==> config.mk <==
export PLATFORM = sky130hd
export DESIGN_NAME = load_use_stall_ctl
export DESIGN_NICKNAME = d
export VERILOG_FILES = /design/src/rtl/lus_pkg.sv /design/src/rtl/lus_hazard_detect.sv /design/src/rtl/lus_fetch_hold.sv /design/src/rtl/lus_ex_ctl_reg.sv /design/src/rtl/load_use_stall_ctl.sv
export SDC_FILE = /design/constraint.sdc
export NUM_CORES = 1
export LEC_CHECK = 0
export ABC_AREA = 1
export BUFFER_PORTS_ARGS = -buffer_cell sky130_fd_sc_hd__buf_2
export CAP_MARGIN = 30
export CORE_MARGIN = 2
export CORE_UTILIZATION = 48
export CTS_CLUSTER_SIZE = 30
export DETAILED_ROUTE_END_ITERATION = 12
export GPL_TIMING_DRIVEN = 0
export PLACE_DENSITY = 0.78
export SLEW_MARGIN = 20
export SYNTH_ARGS = -nofsm -noshare
export SYNTH_HDL_FRONTEND = slang
export SYNTH_SLANG_ARGS = --single-unit
==> constraint.sdc <==
create_clock -name clk -period 1.7 [get_ports clk]
set_clock_uncertainty 0.15 [all_clocks]
set_input_delay 0.17 -clock clk [delete_from_list [all_inputs] [get_ports clk]]
set_output_delay 0.17 -clock clk [all_outputs]
set_load 0.01 [all_outputs]
==> src/rtl/lus_pkg.sv <==
`timescale 1ns/1ps
package lus_pkg;

  localparam int ALU_OP_W = 3;

  typedef struct packed {
    logic                reg_wr;
    logic                mem_rd;
    logic                mem_wr;
    logic                wb_sel;
    logic                alu_src;
    logic [ALU_OP_W-1:0] alu_op;
  } ex_ctl_t;

  localparam int CTL_W = $bits(ex_ctl_t);

  typedef enum logic [1:0] {
    BYP_REGFILE = 2'd0,
    BYP_EXEC    = 2'd1,
    BYP_MEMORY  = 2'd2,
    BYP_WRBACK  = 2'd3
  } byp_sel_e;

  // A dependence on the execute stage while that stage is reading memory.
  function automatic logic load_use_hit(input logic       ex_reads_mem,
                                        input logic [1:0] sel_a,
                                        input logic [1:0] sel_b);
    return ex_reads_mem &&
           ((sel_a == BYP_EXEC) || (sel_b == BYP_EXEC));
  endfunction

endpackage

==> src/rtl/lus_hazard_detect.sv <==
`timescale 1ns/1ps
module lus_hazard_detect
  import lus_pkg::*;
(
  input  logic       ex_mem_rd,
  input  logic [1:0] fwd_a,
  input  logic [1:0] fwd_b,
  output logic       stall
);

  logic a_needs_exec;
  logic b_needs_exec;

  assign a_needs_exec = (fwd_a == BYP_EXEC);
  assign b_needs_exec = (fwd_b == BYP_EXEC);
  assign stall        = load_use_hit(ex_mem_rd, fwd_a, fwd_b);

  // selects pointing at later stages never cause a freeze
  always_comb begin
    p_far_select_no_stall_r8: assert (a_needs_exec || b_needs_exec || !stall);
  end

endmodule

==> src/rtl/lus_fetch_hold.sv <==
`timescale 1ns/1ps
module lus_fetch_hold #(
  parameter int PC_W    = 32,
  parameter int INSTR_W = 32,
  parameter int PC_STEP = 4
) (
  input  logic               clk,
  input  logic               rst_n,
  input  logic               hold,
  input  logic [INSTR_W-1:0] fetch_instr,
  output logic [PC_W-1:0]    pc_q,
  output logic [INSTR_W-1:0] ir_q
);

  localparam logic [PC_W-1:0] STEP_V = PC_W'(PC_STEP);

  function automatic logic [PC_W-1:0] advance(input logic [PC_W-1:0] cur);
    return cur + STEP_V;
  endfunction

  logic [PC_W-1:0] pc_next;
  assign pc_next = advance(pc_q);

  always_ff @(posedge clk) begin
    if (!rst_n) begin
      pc_q <= '0;
      ir_q <= '0;
    end else if (!hold) begin
      pc_q <= pc_next;
      ir_q <= fetch_instr;
    end
  end

  // a freeze keeps both fetch-side registers
  p_freeze_holds_r4: assert property (@(posedge clk) disable iff (!rst_n)
    hold |=> (pc_q == $past(pc_q)) && (ir_q == $past(ir_q)));

  // otherwise the PC moves by one step and the IR captures the fetch word
  p_advance_r6: assert property (@(posedge clk) disable iff (!rst_n)
    !hold |=> (pc_q == $past(pc_q) + STEP_V) && (ir_q == $past(fetch_instr)));

endmodule

==> src/rtl/lus_ex_ctl_reg.sv <==
`timescale 1ns/1ps
module lus_ex_ctl_reg
  import lus_pkg::*;
(
  input  logic             clk,
  input  logic             rst_n,
  input  logic             bubble,
  input  logic [CTL_W-1:0] dec_ctl,
  output logic [CTL_W-1:0] ex_ctl_q,
  output logic             ex_mem_rd
);

  ex_ctl_t stage_q;
  ex_ctl_t stage_d;

  assign stage_d = bubble ? ex_ctl_t'('0) : ex_ctl_t'(dec_ctl);

  always_ff @(posedge clk) begin
    if (!rst_n) stage_q <= '0;
    else        stage_q <= stage_d;
  end

  assign ex_ctl_q  = stage_q;
  assign ex_mem_rd = stage_q.mem_rd;

  // a bubble leaves no write enable behind
  p_bubble_clears_r5: assert property (@(posedge clk) disable iff (!rst_n)
    bubble |=> (ex_ctl_q == '0) && !stage_q.reg_wr && !stage_q.mem_wr);

  // a normal cycle passes the decoded word through unchanged
  p_ctl_passes_r6: assert property (@(posedge clk) disable iff (!rst_n)
    !bubble |=> ex_ctl_q == $past(dec_ctl));

endmodule

==> src/rtl/load_use_stall_ctl.sv <==
`timescale 1ns/1ps
module load_use_stall_ctl
  import lus_pkg::*;
#(
  parameter int PC_W    = 32,
  parameter int INSTR_W = 32,
  parameter int PC_STEP = 4
) (
  input  logic               clk,
  input  logic               rst_n,
  input  logic [INSTR_W-1:0] fetch_instr,
  input  logic [CTL_W-1:0]   dec_ctl,
  input  logic [1:0]         fwd_a,
  input  logic [1:0]         fwd_b,
  output logic               pc_wr_dis,
  output logic               ir_dis,
  output logic               bubble_sel,
  output logic [PC_W-1:0]    pc_q,
  output logic [INSTR_W-1:0] ir_q,
  output logic [CTL_W-1:0]   ex_ctl_q
);

  logic ex_mem_rd;
  logic load_use_stall;

  lus_hazard_detect u_detect (
    .ex_mem_rd (ex_mem_rd),
    .fwd_a     (fwd_a),
    .fwd_b     (fwd_b),
    .stall     (load_use_stall)
  );

  lus_fetch_hold #(
    .PC_W    (PC_W),
    .INSTR_W (INSTR_W),
    .PC_STEP (PC_STEP)
  ) u_fetch (
    .clk         (clk),
    .rst_n       (rst_n),
    .hold        (load_use_stall),
    .fetch_instr (fetch_instr),
    .pc_q        (pc_q),
    .ir_q        (ir_q)
  );

  lus_ex_ctl_reg u_exreg (
    .clk       (clk),
    .rst_n     (rst_n),
    .bubble    (load_use_stall),
    .dec_ctl   (dec_ctl),
    .ex_ctl_q  (ex_ctl_q),
    .ex_mem_rd (ex_mem_rd)
  );

  assign pc_wr_dis  = load_use_stall;
  assign ir_dis     = load_use_stall;
  assign bubble_sel = load_use_stall;

  // the bubble removes the load from execute, so a freeze never repeats
  p_single_cycle_r7: assert property (@(posedge clk) disable iff (!rst_n)
    load_use_stall |=> !load_use_stall);

  // a freeze implies a load is present in execute
  p_stall_needs_load_r2: assert property (@(posedge clk) disable iff (!rst_n)
    load_use_stall |-> ex_ctl_q[6]);

endmodule

==> flow_summary.ini, run 1 <==
[status]
status = finished, final reports clean

[setup_path]
crit_fanout = 19
cp_cell_sequence = nand2_1, buf_6, inv_8, buf_4, buf_2
crit_slowest_cell = dfxtp_1
worst-path-buf-inv = 4
end_kind = primary output
worstPathRequired_ps = 1380
cp-start-kind = flip-flop
critPathKind = reg -> out
crit_arrival_ps = 1300
worst_path_largest_cell_delay_ps = 320
path_delay_family = buffers and inverters

[timing]
rsz0062_at_grt = no
slew_violations = 0
fmax_ghz = 0.617
timing.final.hold_violations = 0
period_share_pct = 95.3
setup_viol = 0
post-route-min-period_ps = 1620
tns_ps = 0
whs_ps = 14.4

[finish]
nFillCells = 471
fin_nets = 626
ff_latch_area_um2 = 1410
fin_util_pct = 72.8
layout-drive-gt1-share_pct = 29.5
synthToLayoutAreaGrowth_pct = 45.1
design_area_um2 = 4340
multiInputGateArea_um2 = 1380
diodes = 0

[worst_hold_path]
hold_path.class = in -> reg

[synth]
synthTopCellsByArea = dfxtp_1 47%, nor2_1 14%, nand2_1 7.3%, o21ai_0 6.7%, inv_1 4.1%
yosysTopAreaCellShare_pct = 46.9
synth_common_cells = 115 x nor2_1, 70 x dfxtp_1, 58 x nand2_1
synth_edf_count = 0
syn-cell-area_um2 = 2990
yosys_warnings = 0
yosysSeqAreaShare_pct = 46.9
syn_inst = 410
synthArstFlopShare_pct = 0
yosys.cell_count.top_type = nor2_1
yosysUniqueCellTypes = 28
avgSynthCellArea_um2 = 7.29
ys.flop_type = dfxtp_1
synth_largest_area_cell = dfxtp_1
ys_ff_latch = 70

[route]
vias = 3269
drt_wl_total_mm = 8.65
first_pass_iters = 5
wire_per_inst_um = 13.1
avgViaCountPerCell = 4.96
ant_nets = 0
drcViolationCount = 0
drt-initial-drc-count = 178

[floorplanning]
initial_core_util_pct = 50.2
die-height_um = 82.9
io_pins = 121
die_w_um = 82.9
rows = 28
die_area_um2 = 6870
core_area_um2 = 5960

[cts]
clock-sinks = 70
htreeDepth = 3
cts_buffers = 9
cts_max_path_buffers = 2
cts_tree = done
cts-root-buf = clkbuf_8
insertion_delay_ps = 350
path_clk_slew_ps = 80

[grt]
track_usage_pct = 25.5
grt-ovfl-total = 0
grt_pass1_wl_mm = 14.4
grt_pass1_vias = 3222
antenna_found_initial = 0
grt_max_degree = 20

[run]
cap_violations = 0

[power]
vdd_drop_max_mv = 0.616
p_leak_nw = 2.04
pwr_density_cell_nw_per_um2 = 851
finalPower_mw = 3.69

[placement]
placed_area_um2 = 3670
dp_hpwl_mm = 5.75
numPortBuffers = 117
gp_congestion = 0.895
per-layer routing:
layer | GRT usage (%) | wire (µm)
met5 | 0 | 0
met4 | 10.9 | 136
met3 | 5.77 | 556
met2 | 45.5 | 4410
met1 | 28.9 | 3550
sequential cells by signal (all words and copies together), names as in the netlist:
| name | flops |
|---|---|
| u_fetch.ir_q | 32 |
| u_fetch.pc_q | 30 |
| u_exreg.ex_ctl_q | 7 |
| u_exreg.ex_mem_rd | 1 |
kinds of logic after synthesis:
logic type | share of synthesized area, %
and+or+nand+nor | 33.6
other | 0.125
adders and majority gates | 0.419
buffers and inverters | 8.08
DFF | 46.9
xor gates and xnor gates | 0.586
AOI/OAI and AO/OA | 10.3
path summary, 6_finish.rpt:
path	from	to	slack [ps]	depth (start not counted)
setup / recovery	u_exreg.ex_mem_rd	pc_wr_dis	80	5
hold / removal	rst_n	u_fetch.pc_q[7]	10	3
setup reg to reg	u_fetch.pc_q[3]	u_fetch.pc_q[30]	100	8
hold reg to reg	u_fetch.pc_q[10]	u_fetch.pc_q[10]	340	2
stage by stage:
stage / std cells / worst slack [ps]
after global placement: 603 / -9.07
final: 659 / 79.7
after floorplan: 411 / 133
after global routing: 659 / 3.04
after detailed placement: 603 / -45.7
after CTS: 659 / 21.6
final cells by class:
cell class	instances	area share (%)
tap	75	2.16
clock inverter	6	1.96
clock buffer	10	3.17
buffer	18	2.42
timing repair buffer	158	22.9
multi-input combinational	287	31.8
sequential	70	32.4
inverter	35	3.20
worst register-to-register path: stages (launching register included):
cell     delay (ps)
dfxtp_4         370
ha_4            140
nand3_2          90
nor2_4          150
nand4_1         240
nor2_2          200
nand2_1          60
nand2_1          60
nor2_1           40
what timing repair did:
action / in CTS / in global routing
setup buffers: 1 / 0
gates resized for setup: 7 / 5
hold endpoints to repair: 40 / 0
setup endpoints to repair: 5 / 7
pin swaps: 3 / 3
hold buffers: 40 / 0
cell usage in the layout, fill, tap and decap left out, types with 2 or more instances in the layout:
| cell type | instances |
|---|---|
| nor3_1 | 4 |
| nand3_4 | 2 |
| clkbuf_1 | 6 |
| clkbuf_8 | 10 |
| clkinvlp_4 | 2 |
| buf_6 | 2 |
| nand3_1 | 16 |
| buf_4 | 6 |
| buf_1 | 2 |
| bufinv_16 | 2 |
| dlygate4sd3_1 | 40 |
| clkinv_2 | 2 |
| a21oi_1 | 18 |
| conb_1 | 2 |
| nor2_2 | 5 |
| nand2_1 | 58 |
| nor2_1 | 113 |
| o21ai_0 | 40 |
| dfxtp_1 | 68 |
| nand4_1 | 7 |
| buf_2 | 120 |
| nand2_2 | 3 |
| nor3b_2 | 2 |
| inv_1 | 33 |
| nor2_4 | 9 |
where the power goes:
group / total (mW) / switching, mW / internal [mW]
sequential: 1.75 / 0.0386 / 1.71
combinational: 0.432 / 0.217 / 0.215
clock: 1.51 / 0.649 / 0.860
No activity file was read; power rests on OpenSTA's default activity.
==> inputs of run 2 (changes only) <==
--- a/config.mk
+++ b/config.mk
@@ -12,7 +12,6 @@
 export CORE_UTILIZATION = 48
 export CTS_CLUSTER_SIZE = 30
 export DETAILED_ROUTE_END_ITERATION = 12
-export GPL_TIMING_DRIVEN = 0
 export PLACE_DENSITY = 0.78
 export SLEW_MARGIN = 20
 export SYNTH_ARGS = -nofsm -noshare
==> run 2 against run 1 <==
Sequential power about the same. Setup slack better by 1.2 ps. Register-to-register slack worse by 20 ps. Via count down 1.0%.
==> flow_summary.ini, run 2 (synthesis results as in run 1) <==
[floorplanning]
core_area_um2 = 5960
die-height_um = 82.9
initial_core_util_pct = 50.2
die_w_um = 82.9
io_pins = 121
rows = 28
die_area_um2 = 6870

[placement]
place_inst = 592
placed_area_um2 = 3630
place_ws_ps = 43.7
gp_congestion = 0.842
dp_hpwl_mm = 5.56
numPortBuffers = 118

[route]
avgViaCountPerCell = 4.98
drcViolationCount = 0
ant_nets = 0
vias = 3235
first_pass_iters = 5
wire_per_inst_um = 13.2
drt_wl_total_mm = 8.58
drt-initial-drc-count = 160

[setup_path]
worstPathRequired_ps = 1380
end_kind = primary output
crit_fanout = 19
cp-start-kind = flip-flop
r2r_slack_ps = 80
worst_path_largest_cell_delay_ps = 330
critPathKind = reg -> out
crit_slowest_cell = dfxtp_1
cp_cell_sequence = nand2_1, buf_12, inv_2, buf_2
crit_arrival_ps = 1300

[timing]
post-route-min-period_ps = 1620
whs_ps = 89.8
slew_violations = 0
period_share_pct = 95.2
setup_viol = 0
layout_setup_ws_ps = 81.0
timing.final.hold_violations = 0
fmax_ghz = 0.618

[cts]
cts_max_path_buffers = 2
htreeDepth = 3
clock-sinks = 70
path_clk_slew_ps = 80
cts_tree = done
cts_buffers = 9
cts-root-buf = clkbuf_8
insertion_delay_ps = 340

[grt]
antenna_found_initial = 0
grt-ovfl-total = 0
grt_pass1_wl_mm = 14.2
track_usage_pct = 25.0
grt_max_degree = 30
grt_pass1_vias = 3139

[finish]
synthToLayoutAreaGrowth_pct = 43.2
layout-drive-gt1-share_pct = 30.3
layout_common_cells = 118 x buf_2, 113 x nor2_1, 66 x dfxtp_1
nFillCells = 478
diodes = 0
largest_register_ffs = 32
regMostFlops = u_fetch.ir_q
instances_no_fill = 650
fin_nets = 618
layout_commonest_cell = buf_2
design_area_um2 = 4280

[power]
pwr_density_cell_nw_per_um2 = 810
finalPower_mw = 3.47
vdd_drop_max_mv = 0.572
p_leak_nw = 2.01

[status]
status = finished, final reports clean

[worst_hold_path]
hold_path.class = in -> reg

[run]
cap_violations = 0
==> run 2: report_power, final <==
group          internal, mW  switching [mW]  total (mW)
logic                 0.208           0.209       0.417
registers              1.71          0.0402        1.75
clock network         0.682           0.617        1.30
==> run 2: worst paths after layout <==
path / cells after the start / start / to
worst max-delay path: 4 / u_exreg.ex_mem_rd / ir_dis
worst min-delay path: 3 / rst_n / u_fetch.ir_q[27]
worst max register to register: 8 / u_fetch.pc_q[2] / u_fetch.pc_q[22]
worst min register to register: 2 / u_fetch.pc_q[10] / u_fetch.pc_q[10]
==> run 2: layout make-up <==
cell class              instances  area (µm²)  area share (%)
flip-flops and latches         70        1410            32.8
inverters                      35         131            3.07
clock buffers                  13         179            4.18
clock inverters                 2        15.0           0.351
multi-input cells             287        1380            32.2
repair buffers                168        1080            25.2
well taps                      75        93.8            2.19
==> run 2: layer usage <==
metal | vias to the layer above | track usage (%) | part of all wire, %
met2 | 113 | 43.3 | 50
met5 | - | 0 | 0
met1 | 1489 | 29.9 | 42
li1 | 1612 | - | -
met3 | 21 | 5.27 | 5.5
met4 | 0 | 10.6 | 2.3
==> run 2: critical path: cells and delay by family (launching register included) <==
kind          cells  cell delay (ps)
flops             1              330
buf+inv           3              520
simple gates      1              100
==> run 2: what timing repair did <==
action,CTS,global route
gates resized for setup,2,8
hold buffers,40,0
pin swaps,2,4
hold endpoints to repair,40,0
setup buffers,0,3
setup endpoints to repair,3,11
==> run 2: per-stage QoR <==
stage / util [%] / TNS [ps]
after floorplan: - / 0
after global placement: 61.0 / 0
after detailed placement: 61.0 / 0
after CTS: 71.0 / 0
after global routing: 71.9 / -7.27
final: 71.9 / 0
==> inputs of run 3 (changes only) <==
--- a/config.mk
+++ b/config.mk
@@ -12,7 +12,7 @@
 export CORE_UTILIZATION = 48
 export CTS_CLUSTER_SIZE = 30
 export DETAILED_ROUTE_END_ITERATION = 12
-export PLACE_DENSITY = 0.78
+export PLACE_DENSITY = 0.77
 export SLEW_MARGIN = 20
 export SYNTH_ARGS = -nofsm -noshare
 export SYNTH_HDL_FRONTEND = slang
==> run 3 against run 2 <==
Via count is 1.3% lower. Register-to-register slack better by 20 ps. Non-clock buffer count is 3 higher.
==> flow_summary.ini, run 3 (synthesis results as in run 1) <==
[route]
drcViolationCount = 0
first_pass_iters = 4
ant_nets = 0
avgViaCountPerCell = 4.88
vias = 3194
wire_per_inst_um = 13.2
drt-initial-drc-count = 140
drt_wl_total_mm = 8.64

[cts]
cts_buffers = 9
insertion_delay_ps = 330
cts_max_path_buffers = 2
cts-root-buf = clkbuf_8
path_clk_slew_ps = 80
clock-sinks = 70
cts_tree = done
htreeDepth = 3

[status]
status = finished, final reports clean

[setup_path]
cp-start-kind = flip-flop
worstRegToRegCells = 9
path_delay_family = simple AND/OR/NAND/NOR gates
cp_cell_sequence = ha_4, nand3_4, nor2_4, buf_4, nand3_4, nor2_2, nand3_1, nand2_1, nor2_1
r2r-end = u_fetch.pc_q[26]
worst_path_most_repeated_cell = nand3_4
r2r-start = u_fetch.pc_q[2]
r2r_slack_ps = 100
crit_arrival_ps = 1680
worstPathRequired_ps = 1780
worst-path-buf-inv = 1
end_kind = flip-flop
critPathKind = reg -> reg
crit_slowest_cell = dfxtp_4
crit_fanout = 5
worst_path_largest_cell_delay_ps = 370

[timing]
setup_viol = 0
rsz0062_at_grt = yes
post-route-min-period_ps = 1600
timing.final.hold_violations = 0
tns_ps = 0
layout_setup_ws_ps = 101
slew_violations = 0
fmax_ghz = 0.626
period_share_pct = 94.0

[power]
vdd_drop_max_mv = 0.599
pwr_density_cell_nw_per_um2 = 859
p_leak_nw = 2.05

[grt]
grt_max_degree = 32
antenna_found_initial = 0
grt_pass1_vias = 3004
grt-ovfl-total = 0
grt_pass1_wl_mm = 14.0
track_usage_pct = 24.9

[finish]
nFillCells = 468
layout-drive-gt1-share_pct = 30.4
synthToLayoutAreaGrowth_pct = 45.6
instances_no_fill = 654
largest_register_ffs = 32
diodes = 0
layout_commonest_cell = buf_2
regMostFlops = u_fetch.ir_q
fin_nets = 621
layout_common_cells = 118 x buf_2, 113 x nor2_1, 67 x dfxtp_1

[floorplanning]
core_area_um2 = 5960
die_w_um = 82.9
die-height_um = 82.9
die_area_um2 = 6870
io_pins = 121
rows = 28
initial_core_util_pct = 50.2

[worst_hold_path]
hold_depth = 3
whs_endpoint = u_fetch.pc_q[10]
hold_path.class = in -> reg
worstHoldStart = rst_n

[placement]
place_inst = 596
numPortBuffers = 118
dp_hpwl_mm = 5.44
place_ws_ps = 54.9
gp_congestion = 0.910

[run]
cap_violations = 0
[run 3: cell type report]
| class | count | area (µm²) | share of cell area [%] |
|---|---|---|---|
| flip-flops and latches | 70 | 1410 | 32.4 |
| multi-input cells | 287 | 1380 | 31.7 |
| repair buffers | 171 | 1100 | 25.3 |
| clock buffers | 11 | 151 | 3.48 |
| inverters | 35 | 134 | 3.08 |
| well taps | 75 | 93.8 | 2.16 |
| clock inverters | 5 | 81.3 | 1.87 |
[run 3: per-stage QoR]
stage / power, mW / hold slack [ps] / util [%] / cell area, µm²
5_1_grt: 3.88 / 78.4 / 73.1 / 4350
3_5_place_dp: 2.12 / 243 / 61.5 / 3660
4_1_cts: 3.72 / 67.8 / 72.1 / 4300
6_report: 3.74 / 88.1 / 73.1 / 4350
3_3_place_gp: 2.11 / 233 / 61.5 / 3660
2_1_floorplan: 1.96 / 132 / - / 2990
[run 3: how the worst max path moves through the flow]
| stage | start | endpoint | slack, ps | cells after the start |
|---|---|---|---|---|
| after floorplan | u_fetch.pc_q[2] | u_fetch.pc_q[22] | 130 | 8 |
| after global placement | u_fetch.pc_q[2] | u_fetch.pc_q[30] | 100 | 8 |
| after detailed placement | u_fetch.pc_q[2] | u_fetch.pc_q[30] | 50 | 8 |
| after CTS | u_fetch.pc_q[2] | u_fetch.pc_q[22] | 50 | 8 |
| after global routing | u_fetch.pc_q[3] | u_fetch.pc_q[22] | -60 | 8 |
| final | u_fetch.pc_q[2] | u_fetch.pc_q[26] | 100 | 9 |
[run 3: per-layer routing]
layer / routed length (µm) / up-vias / part of all wire [%] / global-route usage, %
li1: - / 1619 / - / -
met1: 3590 / 1440 / 42 / 29.6
met2: 4300 / 109 / 50 / 42.7
met3: 475 / 26 / 5.5 / 4.67
met4: 272 / 0 / 3.1 / 12.5
met5: 0 / - / 0 / 0
[run 3: power breakdown]
part	internal, mW	switching (mW)
combinational	0.214	0.214
sequential	1.71	0.0395
clock	0.907	0.651
total	2.83	0.905
[run 3: what timing repair did]
| item | in CTS | in global routing |
|---|---|---|
| setup endpoints to repair | 0 | 12 |
| endpoints found under the hold margin | 40 | 0 |
| hold buffers | 40 | 0 |
| buffers inserted | 0 | 2 |
| resized for setup | 0 | 13 |
[run 3: worst reg2reg max path, delay by kind of cell (launching register included)]
family	cells	cell delay, ps
buf+inv	1	130
simple gates	7	700
fa+ha+maj	1	150
flops	1	370
